--- src/rtl/csc_coef_pkg.sv ---
package csc_coef_pkg;

  localparam int CodeW = 12;

  typedef enum logic [1:0] {
    FMT_FIX10 = 2'd0,
    FMT_EXP11 = 2'd1,
    FMT_EXP12 = 2'd2,
    FMT_GAIN8 = 2'd3
  } fmtSel_e;

  // strobes from control to datapath
  typedef struct packed {
    logic load;
    logic selFix;
    logic selE11;
    logic selE12;
    logic selGain;
  } encStrobe_t;

endpackage

--- src/rtl/csc_coef_mag.sv ---
module csc_coef_mag #(
  parameter int IntBits  = 3,
  parameter int FracBits = 16,
  localparam int InW     = IntBits + FracBits + 1
) (
  input  logic [InW-1:0] coefIn,
  output logic [InW-1:0] magOut
);
  logic negIn;
  assign negIn = coefIn[InW-1];

  // the most negative input negates to 2^(InW-1), which still fits as unsigned
  always_comb begin
    if (negIn) magOut = (~coefIn) + InW'(1);
    else       magOut = coefIn;
  end
endmodule

--- src/rtl/csc_coef_ctrl.sv ---
module csc_coef_ctrl
  import csc_coef_pkg::*;
(
  input  logic       clk,
  input  logic       rstN,
  input  logic       validIn,
  input  logic [1:0] fmtSel,
  output encStrobe_t strobe,
  output logic       validOut
);
  fmtSel_e fmtDec;
  assign fmtDec = fmtSel_e'(fmtSel);

  always_comb begin
    strobe.load    = validIn;
    strobe.selFix  = validIn && (fmtDec == FMT_FIX10);
    strobe.selE11  = validIn && (fmtDec == FMT_EXP11);
    strobe.selE12  = validIn && (fmtDec == FMT_EXP12);
    strobe.selGain = validIn && (fmtDec == FMT_GAIN8);
  end

  always_ff @(posedge clk or negedge rstN) begin
    if (!rstN) validOut <= 1'b0;
    else       validOut <= validIn;
  end

  p_valid_rise_r1: assert property (@(posedge clk) disable iff (!rstN)
    validIn |=> validOut);
  p_valid_drop_r1: assert property (@(posedge clk) disable iff (!rstN)
    !validIn |=> !validOut);
endmodule

--- src/rtl/csc_coef_pack.sv ---
module csc_coef_pack
  import csc_coef_pkg::*;
#(
  parameter int IntBits  = 3,
  parameter int FracBits = 16,
  localparam int MagW    = IntBits + FracBits + 1
) (
  input  logic             clk,
  input  logic             rstN,
  input  encStrobe_t       strobe,
  input  logic [MagW-1:0]  mag,
  output logic [CodeW-1:0] code
);
  localparam int SumW      = MagW + 1;
  localparam int FixW      = 10;
  localparam int FixFrac   = 9;
  localparam int FixShift  = FracBits - FixFrac;
  localparam int MantW     = 9;
  localparam int MantShift = FracBits - MantW;
  localparam int GainMantW = 6;
  localparam int GainCodes = 4;
  localparam logic [FixW-1:0]      FixAllOnes  = '1;
  localparam logic [MantW-1:0]     MantAllOnes = '1;
  localparam logic [MantW-1:0]     UnityMant   = MantW'(1 << (MantW - 1));
  localparam logic [GainMantW-1:0] GainAllOnes = '1;

  // ---------------- fixed 1.9 ----------------
  logic [SumW-1:0] fixSum, fixQ;
  logic [FixW-1:0] fixCode;
  assign fixSum  = SumW'(mag) + (SumW'(1) << (FixShift - 1));
  assign fixQ    = fixSum >> FixShift;
  assign fixCode = (fixQ > SumW'(FixAllOnes)) ? FixAllOnes : fixQ[FixW-1:0];

  // ---------------- normalised exponent/mantissa ----------------
  logic                belowOne;
  logic [FracBits-1:0] fracPart, normFrac;
  logic [1:0]          normExp;
  logic [FracBits:0]   mantSum, mantQ;
  logic [MantW-1:0]    mant;

  assign belowOne = (mag[MagW-1:FracBits] == '0);
  assign fracPart = mag[FracBits-1:0];

  // bounded doubling: count leading zero fraction bits, at most three
  always_comb begin
    if (fracPart[FracBits-1])      normExp = 2'd0;
    else if (fracPart[FracBits-2]) normExp = 2'd1;
    else if (fracPart[FracBits-3]) normExp = 2'd2;
    else                           normExp = 2'd3;
  end

  assign normFrac = fracPart << normExp;
  assign mantSum  = {1'b0, normFrac} + ((FracBits+1)'(1) << (MantShift - 1));
  assign mantQ    = mantSum >> MantShift;
  assign mant     = (mantQ > (FracBits+1)'(MantAllOnes)) ? MantAllOnes : mantQ[MantW-1:0];

  logic [10:0] e11Code;
  logic [11:0] e12Code;
  assign e11Code = belowOne ? {normExp, mant} : {2'b00, MantAllOnes};
  assign e12Code = belowOne ? {1'b0, normExp, mant} : {3'b111, UnityMant};

  // ---------------- 8-bit gain ----------------
  logic [GainMantW-1:0] gainMant [GainCodes];
  logic [GainCodes-1:0] gainFits;

  for (genvar c = 0; c < GainCodes; c++) begin : g_gainRange
    localparam int Sh = FracBits - GainMantW + c;
    logic [SumW-1:0] rSum, rQ;
    assign rSum        = SumW'(mag) + (SumW'(1) << (Sh - 1));
    assign rQ          = rSum >> Sh;
    assign gainFits[c] = (rQ <= SumW'(GainAllOnes));
    assign gainMant[c] = rQ[GainMantW-1:0];
  end

  logic [7:0] gainCode;
  always_comb begin
    gainCode = {2'b11, GainAllOnes};
    for (int c = GainCodes - 1; c >= 0; c--) begin
      if (gainFits[c]) gainCode = {2'(c), gainMant[c]};
    end
  end

  // ---------------- output register ----------------
  always_ff @(posedge clk or negedge rstN) begin
    if (!rstN) begin
      code <= '0;
    end else if (strobe.load) begin
      if (strobe.selFix)      code <= CodeW'(fixCode);
      else if (strobe.selE11) code <= CodeW'(e11Code);
      else if (strobe.selE12) code <= e12Code;
      else                    code <= CodeW'(gainCode);
    end
  end

  p_hold_r2: assert property (@(posedge clk) disable iff (!rstN)
    !strobe.load |=> $stable(code));
  p_unity_e11_r7: assert property (@(posedge clk) disable iff (!rstN)
    (strobe.selE11 && mag >= MagW'(1 << FracBits)) |=> code == 12'h1FF);
  p_unity_e12_r8: assert property (@(posedge clk) disable iff (!rstN)
    (strobe.selE12 && mag >= MagW'(1 << FracBits)) |=> code == 12'hF00);
  p_no_reserved_r9: assert property (@(posedge clk) disable iff (!rstN)
    strobe.selE12 |=> (code[11:9] <= 3'd3 || code[11:9] == 3'd7));
  p_narrow_gain_r13: assert property (@(posedge clk) disable iff (!rstN)
    strobe.selGain |=> code[11:8] == 4'd0);
  p_narrow_fix_r13: assert property (@(posedge clk) disable iff (!rstN)
    strobe.selFix |=> code[11:10] == 2'd0);
endmodule

--- src/rtl/csc_coef_encoder.sv ---
module csc_coef_encoder
  import csc_coef_pkg::*;
#(
  parameter int IntBits  = 3,
  parameter int FracBits = 16,
  localparam int InW     = IntBits + FracBits + 1
) (
  input  logic             clk,
  input  logic             rstN,
  input  logic             validIn,
  input  logic [1:0]       fmtSel,
  input  logic [InW-1:0]   coefIn,
  output logic             validOut,
  output logic [CodeW-1:0] codeOut
);
  encStrobe_t     strobe;
  logic [InW-1:0] magVal;

  csc_coef_ctrl u_ctrl (
    .clk      (clk),
    .rstN     (rstN),
    .validIn  (validIn),
    .fmtSel   (fmtSel),
    .strobe   (strobe),
    .validOut (validOut)
  );

  csc_coef_mag #(.IntBits(IntBits), .FracBits(FracBits)) u_mag (
    .coefIn (coefIn),
    .magOut (magVal)
  );

  csc_coef_pack #(.IntBits(IntBits), .FracBits(FracBits)) u_pack (
    .clk    (clk),
    .rstN   (rstN),
    .strobe (strobe),
    .mag    (magVal),
    .code   (codeOut)
  );
endmodule

--- config.mk ---
export PLATFORM = sky130hd
export DESIGN_NAME = csc_coef_encoder
export DESIGN_NICKNAME = d
export VERILOG_FILES = /design/src/rtl/csc_coef_pkg.sv /design/src/rtl/csc_coef_mag.sv /design/src/rtl/csc_coef_ctrl.sv /design/src/rtl/csc_coef_pack.sv /design/src/rtl/csc_coef_encoder.sv
export SDC_FILE = /design/constraint.sdc
export NUM_CORES = 1
export LEC_CHECK = 0
export BUFFER_PORTS_ARGS = -buffer_cell sky130_fd_sc_hd__buf_2
export CORE_MARGIN = 1.5
export CORE_UTILIZATION = 25
export DETAILED_ROUTE_END_ITERATION = 8
export GPL_ROUTABILITY_DRIVEN = 0
export HOLD_SLACK_MARGIN = 0.15
export PLACE_DENSITY = 0.42
export SKIP_LAST_GASP = 1
export SYNTH_ARGS = -nofsm -noshare
export SYNTH_HDL_FRONTEND = slang
export SYNTH_SLANG_ARGS = --single-unit
export TNS_END_PERCENT = 5
--- constraint.sdc ---
create_clock -name clk -period 0.9 [get_ports clk]
set_clock_uncertainty 0.05 [all_clocks]
set_input_delay 0.135 -clock clk [delete_from_list [all_inputs] [get_ports clk]]
set_output_delay 0.135 -clock clk [all_outputs]
set_load 0.01 [all_outputs]
# Yosys cells after proc, flatten, opt, wreduce, memory -nomap -nowiden
# Cells that the tools add are included.
# op_classes
eq_ne	2
addsub	7
magnitude_cmp	6
n_reduce_logical	5
n_mux	15
bitwise_logic	1
shift	1
# ops
op	n
$mux W12	4
$mux W8	3
$add A20 B10 Y21 const B	1
$add A20 B11 Y21 const B	1
$add A20 B12 Y21 const B	1
$add A20 B13 Y21 const B	1
$add A20 B7 Y21 const B	1
$add A20 B1 Y20 const B	1
$mux W20	1
$not A20 Y20	1
$add A16 B7 Y17 const B	1
$shl A16 B2 Y16	1
$gt A14 B10 Y1 const B	1
$le A11 B6 Y1 const B	1
$mux W11	1
$gt A10 B9 Y1 const B	1
$le A10 B6 Y1 const B	1
$mux W10	1
$le A9 B6 Y1 const B	1
$mux W9	1
$le A8 B6 Y1 const B	1
$mux W6	1
$logic_not A4 Y1	1
$mux W2	2
other kinds (5)	7
# word_totals
regBits	13
elab_cells	39

# Longest topological paths before layout
# depth
depth_word	14
ltp_mapped	18
ltp_nobuf	15

# By module
# From an unflattened synthesis, not the netlist that was laid out.
# hier_totals
hier_cells	395
area_unflattened_um2	2921.6
# by_module_without_submodules
mod	instances	cells_each	seq_area_each_um2	area_per_inst_um2
csc_coef_pack	1	332	300.3	2452.4
csc_coef_mag	1	57	0.0	399.1
csc_coef_ctrl	1	6	25.0	70.1

# Worst setup path after synthesis
# OpenSTA, ideal clock, no wires.
# synth_path
path_type	input port to flip-flop
startpoint	input coefIn[2]
endpoint	register u_pack.code[7]
slack_ns	-3.154
arrival_ns	3.877
stages	17
setup_ns	0.127
path_cell_list	or4_4 buf_2 o41ai_2 xor2_1 inv_1 ha_1 buf_2 nand2_1 nor2_1 o311ai_0 nand2_1 a31oi_1 mux2i_1 nor3_1 nand3b_1 o21ai_0 o2bb2ai_1
# synth_between
elab_chain_len	14
# synth_rtl
element	line	source
from (decl)	csc_coef_encoder.sv:12	input logic [InW-1:0] coefIn,
$not A20 Y20	csc_coef_mag.sv:14	if (negIn) magOut = (~coefIn) + InW'(1);
$add A20 B1 Y20	csc_coef_mag.sv:14	
$mux W20 *	csc_coef_mag.sv:14	
$mux W1	csc_coef_pack.sv:48	else if (fracPart[FracBits-3]) normExp = 2'd2;
$mux W2	csc_coef_pack.sv:47	else if (fracPart[FracBits-2]) normExp = 2'd1;
$mux W2	csc_coef_pack.sv:46	if (fracPart[FracBits-1]) normExp = 2'd0;
$shl A16 B2 Y16	csc_coef_pack.sv:52	assign normFrac = fracPart << normExp;
$add A16 B7 Y17	csc_coef_pack.sv:53	assign mantSum = {1'b0, normFrac} + ((FracBits+1)'(1) << (MantShift - 1));
$gt A10 B9 Y1	csc_coef_pack.sv:55	assign mant = (mantQ > (FracBits+1)'(MantAllOnes)) ? MantAllOnes : mantQ[MantW-1:0];
$mux W9	csc_coef_pack.sv:55	
$mux W12	csc_coef_pack.sv:60	assign e12Code = belowOne ? {1'b0, normExp, mant} : {3'b111, UnityMant};
$mux W12	csc_coef_pack.sv:90	else if (strobe.selE12) code <= e12Code;
$mux W12	csc_coef_pack.sv:89	else if (strobe.selE11) code <= CodeW'(e11Code);
$mux W12 *	csc_coef_pack.sv:88	if (strobe.selFix) code <= CodeW'(fixCode);
to (signal assigned)	csc_coef_pack.sv:88	
to (signal assigned)	csc_coef_pack.sv:89	
to (signal assigned)	csc_coef_pack.sv:90	
to (decl)	csc_coef_pack.sv:12	output logic [CodeW-1:0] code
# Mark *: on every way between the ends. The rest lies on a longest branch, timed or not.
# A chain may end at the register's enable or synchronous reset.

# Final worst setup path
# layout_path
startpoint	input coefIn[10]
endpoint	register u_pack.code[5]
# The elaborated chain is that of the path after synthesis.

==> impl_metrics.toml <==
[outcome]
outcome = "finished with violations"
violations = "negative setup slack"

[global_route]
use_met2 = 0.361
grt_use_met3 = 0.0108
antenna_found_initial = 0
grt_pass1_vias = 3709
grt_pass1_wl_mm = 18.7
grt.total_usage = 0.202
grt_max_degree = 14
use_met1 = 0.264
overflow = 0
grt-busiest-layer = "met2"

[finish]
drive_above_1_share = 0.465
fin_nets = 604
diodes = 0
area_delta_synth_final_pct = 66.0
fillers = 1132
finalCoreUtilization = 0.426

[clocking]
cts_max_level = 1
clk_path_buf_depth = 2
clkTransAtPathRegs_ns = 0.05
cts.sinks = 13
insertion_delay_ns = 0.24
numCtsBuffers = 3
cts_root_buf = "clkbuf_8"
tritoncts = "done"

[worst_setup_path]
crit_type = "input pin to register"
worstPathRequired_ns = 0.96
reg2reg_slack_ns = -0.17
critPathMaxFanout = 9
endpoint_kind = "register"
timing.rr.start = "u_pack.code[4]"
reg2reg_to = "u_pack.code[4]"
cp_slowest_cell = "or4_4"
cp-start-kind = "input pin"
path_cells = "buf_2 > or4_4 > or4_4 > o31ai_2 > xnor2_1 > buf_4 > nor2_1 > mux2_4 > nor4_2 > a211oi_1 > a31oi_1 > a31oi_1"
max_stage_delay_ns = 0.61
cp.arrival_ns = 3.36
reg2regPathDepth = 2

[floorplan]
coreArea_um2 = 10800
ios = 38
die_w_um = 108
dieArea_um2 = 11800
rows = 38
die_h_um = 108
initial_core_util = 0.256

[pwr]
peakVddDrop_mv = 0.581
p_per_area_nw_per_um2 = 956
power.static_leakage_nw = 1.96

[run]
cap_violations = 0

[routing]
drt-vias-per-instance = 5.10
dr.pass1.iters = 4
avgRoutedWirePerCell_um = 16.0
drtIter0Drc = 122
wl_mm = 11.4
vias = 3631
drc = 0
drt.antenna.violating_nets = 0

[synthesis]
ys_async_sr_fraction = 1.00
post_synth.cell_area_avg_um2 = 7.22
ys_top_cells_by_area = "dfrtp_1, xnor2_1, nand2_1, xor2_1, nor2_1"
syn_nets = 416
synthCells = 385
yosysUniqueCellTypes = 74
yosysWarnings = 0
synth.most_common_cell = "nand2_1"
synth_seq_cells = 13
yosysTopAreaCellShare = 0.117
yosysSeqAreaShare = 0.117
ys_top_cells_by_count = "nand2_1, xnor2_1, nor2_1"
synth_top_area_cell = "dfrtp_1"
ys.flop_type = "dfrtp_1"
synth_area_um2 = 2780
synth_edf_count = 0

[place]
dp_hpwl_mm = 9.73
io_buffers = 37

[timing]
whs_ns = 0.176
drv_slew = 0
rsz0062_at_grt = "true"
layout_worst_path_cycle_share = 3.67
min_period_ns = 3.30
max_freq_ghz = 0.303
setup_viol = 25
relSlewSlack = 0.444
hold_viol = 0
fin_ws_ns = -2.40
worst_slew_pin_slew_ns = 0.832

[hold_path]
min-delay-start = "validIn"
worst_hold_path.endpoint = "u_ctrl.validOut"
hp-class = "input pin to register"
hold_path_depth = 2
cell families (layout without fill, tap and decap cells):
logic type,Yosys count,in the layout,synth area share
adder cells (fa/ha/maj),6,6,0.0270
AND/OR/NAND/NOR,146,146,0.269
AO/OA/AOI/OAI,130,130,0.340
flip-flops,13,13,0.117
multiplexers,8,8,0.0297
buffers and inverters,32,219,0.0508
XOR/XNOR,50,50,0.167
metal layers:
| metal | vias up | part of all wire |
|---|---|---|
| met5 | - | 0 |
| met4 | 0 | 0.019 |
| met3 | 12 | 0.039 |
| met2 | 87 | 0.48 |
| met1 | 1691 | 0.46 |
| li1 | 1841 | - |
critical path: cells and delay by family:
kind                   cells  cell delay, ns
AO/OA/AOI/OAI              4            0.71
AND/OR/NAND/NOR            4            1.45
buffers and inverters      2            0.35
XOR/XNOR                   1            0.40
multiplexers               1            0.32
sequential cells by signal, indices dropped and copies added, names as in the netlist:
register / flops
u_ctrl.validOut: 1
u_pack.code: 12
how the worst max path moves through the flow:
stage	from	endpoint	slack, ns	cells past startpoint
global route	coefIn[2]	u_pack.code[0]	-2.60	19
global placement	coefIn[2]	u_pack.code[7]	-2.89	12
floorplan	coefIn[2]	u_pack.code[7]	-2.62	13
CTS	coefIn[2]	u_pack.code[3]	-2.37	19
detailed placement	coefIn[2]	u_pack.code[6]	-2.92	13
finish	coefIn[10]	u_pack.code[5]	-2.40	12
through the flow:
step	area, um^2	total power, W	TNS, ns	worst slack (ns)	cells
after floorplan	2920	0.00225	-28.43	-2.62	385
after global placement	4370	0.00375	-30.82	-2.89	700
after detailed placement	4370	0.00374	-31.26	-2.92	700
after CTS	4570	0.00440	-26.89	-2.37	711
after global routing	4610	0.00475	-29.32	-2.60	712
final	4610	0.00441	-26.68	-2.40	712
repair_timing:
action	4_1_cts	5_1_grt
endpoints found under the setup margin	25	25
resized for setup	22	5
pin swaps	15	5
setup buffers	6	1
hold buffers	1	0
hold endpoints to repair	13	0
final cells by class:
cell class,instances,area [um^2],share of cell area
Clock buffer,4,45.0,0.00976
Inverter,9,35.0,0.00759
Multi-Input combinational cell,340,2550,0.553
Sequential cell,13,325,0.0705
Tap cell,140,175,0.0380
Timing Repair Buffer,206,1480,0.321
power by group:
group	switching (W)	total, W	internal (W)
registers	0.0000555	0.000736	0.000680
logic	0.00162	0.00316	0.00154
clock network	0.000205	0.000517	0.000312
total	0.00188	0.00441	0.00253
layout by cell type (no fill, tap or decap), drive strengths merged, types with 7 or more instances in the layout:
master and count:
nand2 46, dfrtp 13, o22ai 8, o21ai 23, xor2 14, a31oi 14, a21oi 19, o31ai 7
nand3 11, buf 205, inv 7, nor2 30, o41ai 8, nor3 14, xnor2 36
(Power assumes the default switching activity.)
